[src/rtl/cp_ctrl_pkg.sv]
package cp_ctrl_pkg;
  timeunit 1ns;
  timeprecision 1ps;

  localparam int MULT_W = 7;
  typedef logic [MULT_W-1:0] mult_t;

  typedef struct packed {
    mult_t aux;
    mult_t prop;
    mult_t integ;
  } pump_set_t;

  // multipliers in half-units of the bias current
  localparam mult_t AUX_HI  = mult_t'(3);
  localparam mult_t AUX_LO  = mult_t'(1);
  localparam mult_t PROP_HI = mult_t'(6);
  localparam mult_t PROP_LO = mult_t'(2);
  localparam mult_t PSU_HI  = mult_t'(30);
  localparam mult_t PSU_LO  = mult_t'(10);
  localparam mult_t INT_HI  = mult_t'(36 * 2);
  localparam mult_t INT_LO  = mult_t'(12 * 2);

  function automatic pump_set_t pump_lookup(input logic [1:0] g, input logic su);
    pump_set_t r;
    logic low;
    low     = g[0];
    r.aux   = low ? AUX_LO : AUX_HI;
    if (su) r.prop = low ? PSU_LO : PSU_HI;
    else    r.prop = low ? PROP_LO : PROP_HI;
    if (g[1]) r.integ = '0;
    else      r.integ = low ? INT_LO : INT_HI;
    return r;
  endfunction
endpackage

[src/rtl/cp_gain_table.sv]
module cp_gain_table
  import cp_ctrl_pkg::*;
(
  input  logic [1:0] gain_sel,
  input  logic       su_mode,
  output pump_set_t  pumps
);
  timeunit 1ns;
  timeprecision 1ps;

  always_comb pumps = pump_lookup(gain_sel, su_mode);
endmodule

[src/rtl/cp_su_timer.sv]
module cp_su_timer #(
  parameter  int WIDTH_MAX = 200,
  localparam int CNT_W     = $clog2(WIDTH_MAX + 1)
) (
  input  logic             clk,
  input  logic             rst_n,
  input  logic             load_done,
  input  logic             strobe,
  output logic             pulse_next,
  output logic [CNT_W-1:0] width_q
);
  timeunit 1ns;
  timeprecision 1ps;

  localparam logic [CNT_W-1:0] CNT_MAX = CNT_W'(WIDTH_MAX);

  logic armed_q, pulse_q;
  logic su_start;   // first sampled high strobe cycle after a load
  logic at_ceiling;

  assign pulse_next = strobe & (armed_q | pulse_q);
  assign su_start   = pulse_next & ~pulse_q;
  assign at_ceiling = (width_q == CNT_MAX);

  always_ff @(posedge clk) begin
    if (!rst_n) begin
      armed_q <= 1'b0;
      pulse_q <= 1'b0;
      width_q <= '0;
    end else begin
      pulse_q <= pulse_next;
      if (load_done)     armed_q <= 1'b1;
      else if (su_start) armed_q <= 1'b0;
      if (su_start)                     width_q <= CNT_W'(1);
      else if (pulse_next && !at_ceiling) width_q <= width_q + 1'b1;
    end
  end

  // count never passes its ceiling
  p_width_bounded_r10: assert property (@(posedge clk) disable iff (!rst_n)
    width_q <= CNT_MAX);

  // a continuing pulse adds one per cycle below the ceiling
  p_width_step_r10: assert property (@(posedge clk) disable iff (!rst_n)
    pulse_q && pulse_next && !at_ceiling |=> width_q == $past(width_q) + 1'b1);

  // outside a pulse the measured width is held
  p_width_hold_r10: assert property (@(posedge clk) disable iff (!rst_n)
    $past(rst_n) && !pulse_next |=> $stable(width_q));

  // an unarmed idle timer cannot begin a pulse
  p_no_unarmed_start_r7: assert property (@(posedge clk) disable iff (!rst_n)
    $past(rst_n) && !armed_q && !pulse_q |=> !pulse_q);
endmodule

[src/rtl/cp_gain_su_ctrl.sv]
module cp_gain_su_ctrl
  import cp_ctrl_pkg::*;
#(
  parameter  int WIDTH_MAX = 200,
  localparam int CNT_W     = $clog2(WIDTH_MAX + 1)
) (
  input  logic             clk,
  input  logic             rst_n,
  input  logic [1:0]       gain_sel,
  input  logic             su_force,
  input  logic             su_block,
  input  logic             load_done,
  input  logic             strobe,
  output logic [6:0]       aux_code,
  output logic [6:0]       prop_code,
  output logic [6:0]       integ_code,
  output logic             su_active,
  output logic [CNT_W-1:0] strobe_cycles
);
  timeunit 1ns;
  timeprecision 1ps;

  logic      pulse_next;
  logic      su_d;
  pump_set_t pumps_d;

  cp_su_timer #(.WIDTH_MAX(WIDTH_MAX)) u_timer (
    .clk        (clk),
    .rst_n      (rst_n),
    .load_done  (load_done),
    .strobe     (strobe),
    .pulse_next (pulse_next),
    .width_q    (strobe_cycles)
  );

  // block wins over force and over the automatic pulse
  assign su_d = ~su_block & (su_force | pulse_next);

  cp_gain_table u_table (
    .gain_sel (gain_sel),
    .su_mode  (su_d),
    .pumps    (pumps_d)
  );

  always_ff @(posedge clk) begin
    if (!rst_n) begin
      su_active  <= 1'b0;
      aux_code   <= '0;
      prop_code  <= '0;
      integ_code <= '0;
    end else begin
      su_active  <= su_d;
      aux_code   <= pumps_d.aux;
      prop_code  <= pumps_d.prop;
      integ_code <= pumps_d.integ;
    end
  end


  p_block_wins_r9: assert property (@(posedge clk) disable iff (!rst_n)
    $past(rst_n) && $past(su_block) |-> !su_active);


  p_force_on_r8: assert property (@(posedge clk) disable iff (!rst_n)
    $past(rst_n) && $past(su_force && !su_block) |-> su_active);


  p_integ_off_r5: assert property (@(posedge clk) disable iff (!rst_n)
    $past(rst_n) && $past(gain_sel[1]) |-> integ_code == '0);


  p_prop_su_r4: assert property (@(posedge clk) disable iff (!rst_n)
    su_active |-> (prop_code == PSU_HI) || (prop_code == PSU_LO));


  p_aux_legal_r2: assert property (@(posedge clk) disable iff (!rst_n)
    $past(rst_n) |-> (aux_code == AUX_HI) || (aux_code == AUX_LO));
endmodule

[config.mk]
export PLATFORM = sky130hd
export DESIGN_NAME = cp_gain_su_ctrl
export DESIGN_NICKNAME = d
export VERILOG_FILES = /design/src/rtl/cp_ctrl_pkg.sv /design/src/rtl/cp_gain_table.sv /design/src/rtl/cp_su_timer.sv /design/src/rtl/cp_gain_su_ctrl.sv
export SDC_FILE = /design/constraint.sdc
export NUM_CORES = 1
export LEC_CHECK = 0
export CELL_PAD_IN_SITES_DETAIL_PLACEMENT = 2
export CELL_PAD_IN_SITES_GLOBAL_PLACEMENT = 2
export CORE_MARGIN = 3
export CORE_UTILIZATION = 22
export DETAILED_ROUTE_END_ITERATION = 8
export GPL_TIMING_DRIVEN = 1
export PLACE_DENSITY_LB_ADDON = 0.15
export SYNTH_ARGS = -nofsm -noshare
export SYNTH_HDL_FRONTEND = slang
export SYNTH_SLANG_ARGS = --single-unit
[constraint.sdc]
create_clock -name clk -period 2 [get_ports clk]
set_clock_uncertainty 0.15 [all_clocks]
set_input_delay 0.4 -clock clk [delete_from_list [all_inputs] [get_ports clk]]
set_output_delay 0.4 -clock clk [all_outputs]
set_load 0.05 [all_outputs]
==> metrics, run 1 <==
die height 67.1 µm; worst-path cell chain clkdlybuf4s50_1; Final Util 31.2%; DR pass1 iterations 2; Async SR Flop Fraction 0%; worst skew pair latency 0.25 ns; H-tree lvl count 1; pwr dens 737 nW/µm²; Die W 67.1 µm; Antenna diodes 0; max frequency 0.523 GHz; Worst Hold Class flip-flop to flip-flop; Placer Congestion 0.640; top_reg_cell synth dfxtp_1; R2R cell count 4; Top Ports 38; nature of the critical path endpoint output port; PostCTS Resize Cnt 0; row cnt 21; largest family of logic cells by synthesized area simple AND/OR/NAND/NOR gates; port buffer count 25; pin count of the biggest net entering global routing 10; Hold Startpoint u_timer.width_q[6]; adder-cell share of the synthesized area 3.05%; Crit Path Category flip-flop to output port; fin worst setup slack 0.0865 ns; CP required 1.45 ns; core area 3470 µm²; Clock Tree Buf Depth 2; Top delay family on crit path buffers and inverters; first-pass GRT wire length 3310 µm; Reg clk slew, reported paths 0.06 ns; Final ANT Viol Nets 0; Peak VDD IR 0.274 mV; Least-Margin Pin Slew 0.535 ns; unrepaired setup endpoints after global routing false; # setup viols final 0; via count 697; initial antenna violation count 0; P&R area growth vs syn 31.9%; critical path data arrival time 1.36 ns; Slowest-stage cell, CP clkdlybuf4s50_1; hold depth 2; post-synthesis register bit count 18; end of the worst hold path u_timer.width_q[6]; most common cell after layout, fill and taps aside dfxtp_1; Synthesis Warnings 0; Final HPWL DP 1760 µm; critical path's largest stage delay 0.80 ns; Yosys top cell area share 43.9%; Mapped Cells 89; Synth Area in Compound Gates 14.9%; Reg-to-Reg End u_timer.width_q[4]; distinct cell type count after synthesis 29; GRT Overall Usage 9.86%; final hold violations 0; starting density of the core 23.7%; grt ovf 0; drt drc 0; reg2reg setup slack 0.35 ns; vias per cell 4.33; Routed WL 2150 µm; Slew Viols, Final 0; Setup WS pre-CTS -0.0223 ns; Worst R2R Start u_timer.width_q[0]; Post-synth EDFFs 0; nets@finish 127; Max FO, Critical Path 1; most frequent cells in the layout 18 x dfxtp_1, 16 x buf_4, 12 x conb_1, 11 x clkdlybuf4s50_1, 7 x a21oi_1; vias in the first global route 720; Slew HR 64.3%; setup bufs post-CTS 0; max-cap viol count 0; status finished, final reports clean; Inserted Clock Buffers 3; Area contributors post-synth dfxtp_1 44%, buf_4 13%, a21oi_1 4.3%, ha_1 3.0%, nand3_1 3.0%; crit path buf inv count 1; Iteration-0 DRC Markers 19; TritonCTS Sinks 18; Synth area leader dfxtp_1; mux cell area share after synthesis 1.22%; Syn Area/Cell 9.22 µm²; cts hold-fix bufs 0; Synth Area in Simple Gates 21.3%; Final min period 1.91 ns; Synth Cell Area 821 µm²; CTS root buf clkbuf_8; crit start category flip-flop; WL/cell 13.4 µm; final worst-path cycle share 95.7%; CP startpoint integ_code[4]; total power 797 µW; die area 4500 µm²; share of cells above drive strength 1 19.1%; leakage power 0.426 nW; post-synthesis xor/xnor area fraction 0%; CTS tree done; register area share after synthesis 43.9%
final cells by class:
type                       count  area [µm²]
multi-input combinational     63         378
sequential                    18         360
inverter                       4        15.0
timing repair buffer          27         230
clock buffer                   3        41.3
tap                           46        57.6
fill                         421        2390
cell families after synthesis:
| logic type | after synthesis |
|---|---|
| flip-flops | 18 |
| adder cells (fa/ha/maj) | 2 |
| AO/OA/AOI/OAI | 19 |
| AND/OR/NAND/NOR | 29 |
| other | 1 |
| buffers and inverters | 19 |
| multiplexers | 1 |
registers in the layout, summed over array words and instances (netlist names):
register and count:
u_timer.width_q 8, integ_code 3, aux_code 2, prop_code 2, su_active 1, u_timer.armed_q 1, u_timer.pulse_q 1
synth_stat cells (2+ instances only):
master,number
a21oi_1,7
buf_4,14
and2_1,3
ha_1,2
or3_1,2
dfxtp_1,18
nand3_1,5
o21ai_0,5
nor3b_1,3
nor2b_1,3
nand2_1,5
or3_2,2
inv_1,4
where the power goes:
group	internal, mW	switching [mW]
registers	0.372	0.0117
logic	0.0430	0.120
clock network	0.134	0.117
total	0.548	0.249
stage by stage:
stage          area (µm²)  std cells  hold slack (ns)  TNS, ns
2_1_floorplan         862        100            0.278        0
3_5_place_dp         1040        158            0.379  -0.0271
6_report             1080        161            0.389        0
4_1_cts              1080        161            0.389        0
5_1_grt              1080        161            0.417        0
3_3_place_gp         1040        158            0.359        0
per-layer routing:
metal / global-route usage (%) / vias to the layer above / wire [µm]
li1: - / 338 / -
met1: 11.0 / 334 / 925
met2: 17.7 / 23 / 1110
met3: 2.70 / 2 / 109
met4: 3.54 / 0 / 10
met5: 0 / - / 0
worst max-delay path by stage:
stage	to	slack [ns]	depth (start not counted)
after CTS	integ_code[4]	0.06	1
final	integ_code[4]	0.09	1
after global placement	u_timer.width_q[7]	0.01	4
after floorplan	u_timer.width_q[1]	0.18	5
after detailed placement	u_timer.width_q[7]	-0.02	4
after global routing	integ_code[4]	0.04	1
Power figures use the tool's default switching activity.
==> run 2: changes to the inputs <==
--- a/config.mk
+++ b/config.mk
@@ -11,2 +11,3 @@
 export CORE_UTILIZATION = 22
+export CTS_BUF_LIST = sky130_fd_sc_hd__clkbuf_16
 export DETAILED_ROUTE_END_ITERATION = 8
==> constraint.sdc (replaced) <==
create_clock -name clk -period 2 [get_ports clk]
set_clock_uncertainty 0.15 [all_clocks]
set_input_delay 0.2 -clock clk [delete_from_list [all_inputs] [get_ports clk]]
set_output_delay 0.2 -clock clk [all_outputs]
set_load 0.05 [all_outputs]
==> run 2 against run 1 <==
Compared with the run above: critical path depth stayed put; combinational power hardly changed; die area stayed put; highest routed layer unchanged; critical endpoint is now strobe_cycles[1]; core utilization is 1.4 points higher; critical path type unchanged; flip-flop and latch count stayed put.
==> metrics, run 2 (same netlist as run 1, synthesis figures left out) <==
status finished, final reports clean; Slowest-stage cell, CP clkdlybuf4s50_1; Setup WS pre-CTS 0.144 ns; max-cap viol count 0; fillcell total 409; unrepaired setup endpoints after global routing false; Final HPWL DP 1630 µm; P&R area growth vs syn 38.0%; WL/cell 13.2 µm; Top Ports 38; GRT Overall Usage 10.0%; row cnt 21; die area 4500 µm²; pwr dens 834 nW/µm²; Slew Viols, Final 0; vias per cell 4.31; leakage power 0.415 nW; Least-Margin Pin Slew 0.520 ns; Clock Tree Buf Depth 2; total power 945 µW; share of cells above drive strength 1 7.89%; Reg clk slew, reported paths 0.05 ns; Peak VDD IR 0.447 mV; final hold violations 0; CTS root buf clkbuf_16; Final min period 1.87 ns; worst-path cell chain clkdlybuf4s50_1; critical path data arrival time 1.52 ns; Crit Path Category flip-flop to output port; Die W 67.1 µm; most common cell after layout, fill and taps aside clkdlybuf4s50_1; TritonCTS Sinks 18; pin count of the biggest net entering global routing 14; DR pass1 iterations 2; Final Util 32.6%; max FFs per register 8; Worst Hold Class primary input to flip-flop; Slew HR 65.1%; die height 67.1 µm; Final ANT Viol Nets 0; crit start category flip-flop; Antenna diodes 0; nets@finish 125; PostCTS Resize Cnt 0; grt ovf 0; cts hold-fix bufs 0; setup TNS 0 ns; max frequency 0.535 GHz; Iteration-0 DRC Markers 20; leading registers by flop count u_timer.width_q x8, integ_code x3; Top delay family on crit path buffers and inverters; Max FO, Critical Path 5; starting density of the core 23.7%; nature of the critical path endpoint output port; crit path buf inv count 1; worst skew pair latency 0.25 ns; via count 689; initial antenna violation count 0; Top reg by flops u_timer.width_q; Routed WL 2120 µm; core area 3470 µm²; drt drc 0; port buffer count 25; H-tree lvl count 1; vias in the first global route 680; CP required 1.65 ns; setup bufs post-CTS 0; critical path's largest stage delay 0.84 ns; fin worst setup slack 0.129 ns; reg2reg setup slack 0.38 ns; first-pass GRT wire length 3300 µm; # setup viols final 0; Inserted Clock Buffers 3; CTS tree done; final worst-path cycle share 93.5%; most frequent cells in the layout 22 x clkdlybuf4s50_1, 18 x dfxtp_1, 12 x conb_1, 7 x a21oi_1; Placer Congestion 0.673
run 2: changes by cell type in the layout (fill, tap and decap cells not counted):
cell | before | now
clkbuf_16 | 0 | 3
clkbuf_8 | 3 | 0
buf_4 | 16 | 3
clkdlybuf4s50_1 | 11 | 22
clkinv_1 | 0 | 1
run 2: final timing paths:
path                                            to                from  cells past startpoint
worst min register to register  u_timer.width_q[6]  u_timer.width_q[6]                      2
worst min-delay path               u_timer.armed_q           load_done                      3
worst max-delay path              strobe_cycles[1]  u_timer.width_q[1]                      1
worst max register to register  u_timer.width_q[4]  u_timer.width_q[0]                      4
run 2: worst min-delay path, delay by kind of cell:
kind	cells	cell delay (ns)
buf+inv	1	0.40
simple gates	2	0.10
run 2: layout make-up:
type / count / area, µm² / area share [%]
clock buffer: 3 / 75.1 / 6.63
multi-input combinational: 63 / 378 / 33.4
timing repair buffer: 25 / 243 / 21.4
tap: 46 / 57.6 / 5.08
clock inverter: 1 / 3.75 / 0.331
inverter: 4 / 15.0 / 1.33
sequential: 18 / 360 / 31.8
run 2: metrics by stage:
stage	hold WS, ns	instances	area, µm²
after floorplan	0.0777	100	862
after global placement	0.354	156	1050
after detailed placement	0.367	156	1050
after CTS	0.349	160	1130
after global routing	0.361	160	1130
final	0.347	160	1130
run 2: routing by layer:
metal,track usage [%],vias to the layer above,part of all wire [%]
met5,0,-,0
met4,3.04,0,0.38
met1,12.1,330,42
met2,16.9,23,51
met3,3.04,2,6.0
li1,-,334,-
run 2: report_power, final:
group | internal [mW] | total [mW] | switching, mW
Sequential | 0.372 | 0.384 | 0.0114
Combinational | 0.0430 | 0.163 | 0.120
Clock | 0.266 | 0.398 | 0.132
Total | 0.681 | 0.945 | 0.264
==> run 3: changes to the inputs <==
clock period = 1.9 ns   (was 2 ns; I/O delays follow)
==> run 3 against run 2 <==
Compared with the run above: cell count grew 0.63%; register-to-register slack got worse by 0.09 ns; via count grew 3.3%; critical path depth unchanged; sequential share of layout area is 0.071 points higher; routed wire length is 5.9% higher; largest cell class unchanged; highest routed layer unchanged.
==> metrics, run 3 (same netlist as run 1, synthesis figures left out) <==
Final ANT Viol Nets 0; unrepaired setup endpoints after global routing false; DR pass1 iterations 2; CTS tree done; max frequency 0.553 GHz; status finished, final reports clean; GRT Overall Usage 10.2%; grt ovf 0; Final min period 1.81 ns; WL/cell 13.9 µm; Gate power share 17.5%; initial antenna violation count 0; Inserted Clock Buffers 3; worst skew pair latency 0.25 ns; Least-Margin Pin Slew 0.543 ns; max-cap viol count 0; die area 4500 µm²; core area 3470 µm²; Worst Hold Class primary input to flip-flop; Peak VDD IR 0.410 mV; CP required 1.56 ns; switching pwr 285 µW; share of cells above drive strength 1 12.2%; port buffer count 25; Clk pwr share 42.2%; crit path buf inv count 1; Antenna diodes 0; switching fraction of total power 28.4%; vias in the first global route 624; via count 712; Placer Congestion 0.682; crit start category flip-flop; Reg power frac 40.3%; Top delay family on crit path buffers and inverters; CTS root buf clkbuf_16; Slew HR 63.7%; TritonCTS Sinks 18; drt drc 0; critical path's largest stage delay 0.83 ns; cts hold-fix bufs 0; Setup WS pre-CTS 0.0489 ns; first-pass GRT wire length 3310 µm; leading registers by flop count u_timer.width_q x8, integ_code x3; internal power 718 µW; Top reg by flops u_timer.width_q; hold depth 3; setup TNS 0 ns; Top Ports 38; critical path data arrival time 1.47 ns; Final HPWL DP 1750 µm; H-tree lvl count 1; Reg clk slew, reported paths 0.05 ns; Die W 67.1 µm; pwr dens 887 nW/µm²; Max FO, Critical Path 4; nature of the critical path endpoint output port; R2R cell count 5; worst-path cell chain clkdlybuf4s50_1; setup bufs post-CTS 0; most frequent cells in the layout 18 x dfxtp_1, 18 x clkdlybuf4s50_1, 12 x conb_1, 8 x buf_4, 7 x a21oi_1; pin count of the biggest net entering global routing 11; row cnt 21; Routed WL 2240 µm; leakage power 0.428 nW; Clock Tree Buf Depth 2; Layout Cells excl Fill 161; max FFs per register 8; starting density of the core 23.7%; die height 67.1 µm; PostCTS Resize Cnt 0; critical path depth 1; final hold violations 0; final worst-path cycle share 95.1%; Slew Viols, Final 0; Hold WS 0.339 ns; nets@finish 126; Slowest-stage cell, CP clkdlybuf4s50_1; total power 1.00 mW; # setup viols final 0; P&R area growth vs syn 37.7%; Iteration-0 DRC Markers 16; Crit Path Category flip-flop to output port; vias per cell 4.42; Post-Place Cells 157; fin worst setup slack 0.0922 ns
## run 3: changes by cell type in the layout (fill, tap and decap cells not counted)
cell,delta
buf_4,+5
clkdlybuf4s50_1,-4
## run 3: per-layer routing
metal / global-route usage [%] / wire [µm]
met1: 12.6 / 969
met2: 16.6 / 1130
met3: 2.70 / 128
met4: 3.80 / 15
met5: 0 / 0
## run 3: power groups by stage
stage	logic, mW	registers [mW]	clock network [mW]
6_report	0.175	0.404	0.423
4_1_cts	0.177	0.404	0.440
3_3_place_gp	0.174	0.411	0
2_1_floorplan	0.107	0.447	0
5_1_grt	0.185	0.406	0.458
3_5_place_dp	0.177	0.413	0
## run 3: worst paths after layout
| path | startpoint | end | slack [ns] |
|---|---|---|---|
| max | u_timer.width_q[7] | strobe_cycles[7] | 0.09 |
| min | load_done | u_timer.armed_q | 0.34 |
| max reg2reg | u_timer.width_q[0] | u_timer.width_q[1] | 0.29 |
| min reg2reg | u_timer.width_q[7] | u_timer.width_q[7] | 0.37 |
## run 3: cell type report
cell class	count	area [µm²]
Sequential cell	18	360
Tap cell	46	57.6
Fill cell	405	2340
Multi-Input combinational cell	63	378
Clock inverter	1	3.75
Timing Repair Buffer	26	240
Clock buffer	3	75.1
Inverter	4	15.0
## run 3: through the flow
stage | util, % | instance area [µm²]
after floorplan | - | 862
after global placement | 30.3 | 1050
after detailed placement | 30.3 | 1050
after CTS | 32.6 | 1130
after global routing | 32.6 | 1130
final | 32.6 | 1130
